[config.mk]
export PLATFORM = sky130hd
export DESIGN_NAME = pixel_hit_cell
export DESIGN_NICKNAME = d
export VERILOG_FILES = /design/src/rtl/pixel_pkg.sv /design/src/rtl/pixel_cfg_latch.sv /design/src/rtl/pixel_pulse_route.sv /design/src/rtl/pixel_hit_store.sv /design/src/rtl/pixel_hit_cell.sv
export SDC_FILE = /design/constraint.sdc
export NUM_CORES = 1
export LEC_CHECK = 0
export ABC_CLOCK_PERIOD_IN_PS = 1000
export BUFFER_PORTS_ARGS = -buffer_cell sky130_fd_sc_hd__buf_2
export CORE_AREA = 2 2 39 41
export CTS_CLUSTER_DIAMETER = 200
export DETAILED_ROUTE_END_ITERATION = 10
export DIE_AREA = 0 0 41 43
export GPL_TIMING_DRIVEN = 0
export MAX_ROUTING_LAYER = met4
export PLACE_DENSITY = 0.6
export SYNTH_ARGS = -nofsm -noshare
export SYNTH_HDL_FRONTEND = slang
export SYNTH_SLANG_ARGS = --single-unit
[constraint.sdc]
create_clock -name clk -period 1 [get_ports clk]
set_input_delay 0.1 -clock clk [delete_from_list [all_inputs] [get_ports clk]]
set_output_delay 0.1 -clock clk [all_outputs]
set_load 0.01 [all_outputs]
[src/rtl/pixel_pkg.sv]
package pixel_pkg;

    typedef enum logic {
        CFG_PULSE_EN = 1'b0,
        CFG_MASK     = 1'b1
    } cfg_target_e;

    typedef struct packed {
        logic mask;
        logic pulse_en;
    } cfg_t;

    // Per-bit set/clear request pair
    typedef struct packed {
        logic set;
        logic clr;
    } sr_req_t;

    // Next value of a set/reset bit, clear dominating
    function automatic logic sr_next(input logic cur, input sr_req_t req);
        if (req.clr)      return 1'b0;
        else if (req.set) return 1'b1;
        else              return cur;
    endfunction

endpackage

[src/rtl/pixel_cfg_latch.sv]
module pixel_cfg_latch
    import pixel_pkg::*;
(
    input  logic clk,
    input  logic rst,
    input  logic cfg_data,
    input  logic cfg_col,
    input  logic cfg_row,
    input  logic cfg_reg,
    output cfg_t cfg_q
);

    logic        wr_en;
    cfg_target_e target;

    assign wr_en  = cfg_col & cfg_row;
    assign target = cfg_target_e'(cfg_reg);

    always_ff @(posedge clk) begin
        if (rst) begin
            cfg_q <= '0;
        end else if (wr_en) begin
            if (target == CFG_MASK) cfg_q.mask     <= cfg_data;
            else                    cfg_q.pulse_en <= cfg_data;
        end
    end


    cfg_hold_chk: assert property (@(posedge clk) disable iff (rst)
        !(cfg_col && cfg_row) |=> $stable(cfg_q));

endmodule

[src/rtl/pixel_pulse_route.sv]
module pixel_pulse_route (
    input  logic pulse,
    input  logic pulse_type,
    input  logic pulse_en,
    output logic dpulse,
    output logic apulse
);

    logic gated;

    assign gated  = pulse & pulse_en;
    assign dpulse = gated & ~pulse_type;
    assign apulse = gated &  pulse_type;


    route_excl_chk: assert final (!(dpulse && apulse));

endmodule

[src/rtl/pixel_hit_store.sv]
module pixel_hit_store
    import pixel_pkg::*;
#(
    parameter int NUM_BITS = 3
) (
    input  logic                clk,
    input  logic                rst,
    input  logic                hit,
    input  logic [NUM_BITS-1:0] strobe_n,
    input  logic [NUM_BITS-1:0] mem_sel_n,
    input  logic                glob_clr_n,
    input  logic                enc_rst,
    output logic [NUM_BITS-1:0] bits_q
);

    logic                enc_q;
    logic                enc_fall;
    sr_req_t             req [NUM_BITS];

    always_ff @(posedge clk) begin
        if (rst) enc_q <= 1'b0;
        else     enc_q <= enc_rst;
    end

    assign enc_fall = enc_q & ~enc_rst;

    for (genvar i = 0; i < NUM_BITS; i++) begin : g_bit
        assign req[i].set = hit & ~strobe_n[i];
        assign req[i].clr = ~glob_clr_n | (enc_fall & ~mem_sel_n[i]);

        always_ff @(posedge clk) begin
            if (rst) bits_q[i] <= 1'b0;
            else     bits_q[i] <= sr_next(bits_q[i], req[i]);
        end


        clr_wins_chk: assert property (@(posedge clk) disable iff (rst)
            (!glob_clr_n || (enc_q && !enc_rst && !mem_sel_n[i])) |=> !bits_q[i]);


        capture_chk: assert property (@(posedge clk) disable iff (rst)
            (hit && !strobe_n[i] && glob_clr_n && !(enc_q && !enc_rst)) |=> bits_q[i]);


        idle_hold_chk: assert property (@(posedge clk) disable iff (rst)
            (strobe_n[i] && glob_clr_n && !(enc_q && !enc_rst)) |=> $stable(bits_q[i]));
    end


    glob_clr_chk: assert property (@(posedge clk) disable iff (rst)
        !glob_clr_n |=> (bits_q == '0));

endmodule

[src/rtl/pixel_hit_cell.sv]
module pixel_hit_cell
    import pixel_pkg::*;
#(
    parameter int NUM_BITS = 3
) (
    input  logic                clk,
    input  logic                rst,
    input  logic                fe_hit_n,
    input  logic [NUM_BITS-1:0] strobe_n,
    input  logic [NUM_BITS-1:0] mem_sel_n,
    input  logic                glob_clr_n,
    input  logic                enc_rst,
    input  logic                pulse_type,
    input  logic                pulse,
    input  logic                cfg_data,
    input  logic                cfg_col,
    input  logic                cfg_row,
    input  logic                cfg_reg,
    output logic                state_out,
    output logic                apulse_req
);

    cfg_t                cfg_q;
    logic                dpulse;
    logic                hit;
    logic [NUM_BITS-1:0] bits_q;

    pixel_cfg_latch u_cfg (
        .clk      (clk),
        .rst      (rst),
        .cfg_data (cfg_data),
        .cfg_col  (cfg_col),
        .cfg_row  (cfg_row),
        .cfg_reg  (cfg_reg),
        .cfg_q    (cfg_q)
    );

    pixel_pulse_route u_route (
        .pulse      (pulse),
        .pulse_type (pulse_type),
        .pulse_en   (cfg_q.pulse_en),
        .dpulse     (dpulse),
        .apulse     (apulse_req)
    );

    assign hit = ~fe_hit_n | dpulse;

    pixel_hit_store #(.NUM_BITS(NUM_BITS)) u_store (
        .clk        (clk),
        .rst        (rst),
        .hit        (hit),
        .strobe_n   (strobe_n),
        .mem_sel_n  (mem_sel_n),
        .glob_clr_n (glob_clr_n),
        .enc_rst    (enc_rst),
        .bits_q     (bits_q)
    );

    assign state_out = ~cfg_q.mask & (|(bits_q & ~mem_sel_n));


    mask_force_chk: assert property (@(posedge clk) disable iff (rst)
        cfg_q.mask |-> !state_out);


    apulse_off_chk: assert property (@(posedge clk) disable iff (rst)
        !pulse_type |-> !apulse_req);

endmodule

==> PnR_summary.wiki <==
{| class="wikitable"
! Metric !! Value
|-
| Synthesized net count || 47
|-
| Chain of cells forming the critical path || nand2b_1, a31oi_1, buf_2
|-
| H-tree levels || 1
|-
| Sinks on Clock Net || 6
|-
| Number of synthesized register bits || 6
|-
| Detailed-route DRC error count || 0
|-
| Count of placed standard cells including taps || 64
|-
| Number of hold buffers added after CTS || 0
|-
| Clock Latency Late Sink || 250 ps
|-
| Cell at the root of the clock tree || clkbuf_4
|-
| Remaining antenna violation count after routing || 0
|-
| Critical Path Slowest Stage Cell || dfxtp_2
|-
| Critical setup path kind || flip-flop to primary output
|-
| Top cell types by occurrence after synthesis || nand2b_1 (7), dfxtp_1 (6), and4bb_1 (3), o21bai_1 (3)
|-
| Count of flip-flops with a built-in enable after synthesis || 0
|-
| Vias in the first global route || 311
|-
| Overall die width || 41 um
|-
| Remaining global-route overflow || 0
|-
| Post-synthesis instance area || 316.6 um2
|-
| Time the final worst path needs with I/O delays and setup || 1020 ps
|-
| Failing checks || setup timing
|-
| Core area || 1384 um2
|-
| Final Max Slew Viols || 0
|-
| Number of warnings issued by yosys || 0
|-
| Number of antenna violations at the first check in global routing || 0
|-
| Max Clock Skew || 2.037 ps
|-
| Total design power || 0.5679 mW
|-
| Crit end category || primary output
|-
| First-pass GRT wire length || 1276 um
|-
| CP peak stage delay || 320 ps
|-
| Mean post-synth cell area || 10.55 um2
|-
| First-pass iteration count of the detailed router || 4
|-
| Initial DRC count || 5
|-
| Register clock-pin slew on the reported worst setup and hold paths || 50 ps
|-
| Starting density of the core || 0.2288
|-
| Max-Cap Viols || 0
|-
| Number of different library cells in the post-synthesis netlist || 12
|-
| Post-CTS setup buffer count || 0
|-
| Layout Cells excl Fill || 67
|-
| Final worst-path cycle share || 1.020
|-
| Share of cells above drive strength 1 || 0.5490
|-
| Hold Vio Cnt, Final || 0
|-
| Core utilization of the finished layout || 0.3354
|-
| Number of instances in the synthesized netlist || 30
|-
| Result of the run || finished with violations
|-
| Area grow syn2layout || 46.64%
|-
| Site row count || 14
|-
| Total Nets Final || 70
|-
| Top cells by area in the synthesized netlist || dfxtp_1 (38%), nand2b_1 (14%), and4bb_1 (12%), o21bai_1 (7.1%), o221a_2 (7.1%)
|-
| Max transition margin || 0.8391
|-
| Routability Congestion || 0.7944
|-
| # diodes || 0
|-
| Launching element type of the critical path || flip-flop
|-
| Sequential share of the synthesized area || 0.3794
|-
| Setup slack at placement || 114.2 ps
|-
| Overall routed net length || 731 um
|-
| Global-route usage over all layers || 0.1133
|-
| Most used standard cell by instance count after synthesis || nand2b_1
|-
| Number of endpoints failing setup at the final stage || 1
|-
| Full die area || 1763 um2
|-
| Static Leak || 0.2170 nW
|-
| Fill cell total of the finished layout || 144
|-
| Class of the tightest hold or removal check || input pin to flip-flop
|-
| Total power density per cell area || 1223 nW/um2
|-
| Longest Clk Path Bufs || 2
|-
| Slew at the pin with the worst max-slew slack || 240.8 ps
|-
| PortBufs || 18
|-
| Average routed wire per standard cell || 10.91 um
|-
| Largest fanout of any net on the critical path || 2
|-
| Pin count of the biggest net entering global routing || 6
|-
| Vias || 307
|-
| Yosys top cell area share || 0.3794
|-
| Worst-case vdd ir drop || 0.4894 mV
|-
| Cell type contributing the most total cell area after synthesis || dfxtp_1
|-
| Setup repair after global routing missed its margin || yes
|-
| Worst path setup slack after routing || -19.92 ps
|-
| Combined buffer and inverter count along the critical path || 1
|-
| Total Neg Setup Slack || -19.92 ps
|-
| Crit path DAT || 920 ps
|-
| Overall die height || 43 um
|-
| Fraction of synthesis flops using an asynchronous set or reset pin || 0
|-
| Highest achievable clock rate || 980.5 MHz
|-
| CP required || 900 ps
|-
| CTS buffer count || 3
|-
| Most common flop cell mapped by yosys || dfxtp_1
|-
| CTS tree || done
|-
| Category of cells accounting for the largest share of critical-path delay || flip-flops
|-
| I/O Pins || 19
|-
| Ratio of routed vias to standard cells || 4.582
|}
[layout by cell type (no fill, tap or decap), types with 2 or more instances in the layout]
cell type and n:
and4bb_1 3, buf_2 17, clkbuf_4 3, dfxtp_1 2, dfxtp_2 4, mux2i_1 2, nand2b_1 7, nor2b_1 2
o21bai_1 3, o221a_2 2
[worst reg2reg max path: cells and delay by family, from the launching register on]
family	cells	cell delay [ps]
AOI/OAI and AO/OA	1	260
and+or+nand+nor	1	190
DFF	1	330
[worst paths after layout]
path	slack [ps]	from	endpoint	depth (start not counted)
hold reg to reg	490	u_cfg.cfg_q[1]	u_cfg.cfg_q[1]	2
setup reg to reg	110	u_cfg.cfg_q[0]	u_store.bits_q[1]	2
hold / removal	60	rst	u_store.enc_q	2
setup / recovery	-20	u_store.bits_q[1]	state_out	3
[routing by layer]
metal  wire, um  global-route usage  vias to the layer above
li1           -                   -                      159
met1        336              0.1484                      134
met2        330              0.1531                       14
met3         64             0.06283                        0
met4          0             0.02000                        0
met5          0                   -                        -
[what timing repair did]
action	4_1_cts	5_1_grt
resized for setup	4	2
pin swaps	1	2
endpoints found under the setup margin	2	2
[state kept, by name (all words and copies together) (netlist names)]
| register | cells |
|---|---|
| u_cfg.cfg_q | 2 |
| u_store.bits_q | 3 |
| u_store.enc_q | 1 |
[through the flow]
step	area, um2	hold WS (ps)
after floorplan	316.6	171.6
after global placement	426.7	316.1
after detailed placement	426.7	316.5
after CTS	454.2	51.20
after global routing	464.2	81.52
final	464.2	55.22
[area by class of cell]
| class | instances | area [um2] | area share |
|---|---|---|---|
| flip-flops and latches | 6 | 125.1 | 0.2695 |
| clock buffers | 3 | 22.52 | 0.04852 |
| well taps | 16 | 20.02 | 0.04313 |
| multi-input cells | 24 | 200.2 | 0.4313 |
| repair buffers | 18 | 96.34 | 0.2075 |
[report_power, final]
part           internal [mW]  switching [mW]
clock                  0.136          0.0958
combinational         0.0486          0.0320
sequential             0.250         0.00491
total                  0.435           0.133
[kinds of logic (layout without fill, tap and decap cells)]
group,after synthesis,count (layout),share of synthesized area
mux,2,2,0.06324
compound gates,7,7,0.1976
flops,6,6,0.3795
buf+inv,0,21,0
simple gates,15,15,0.3597
Note: power is estimated with default switching activity, not from simulation.
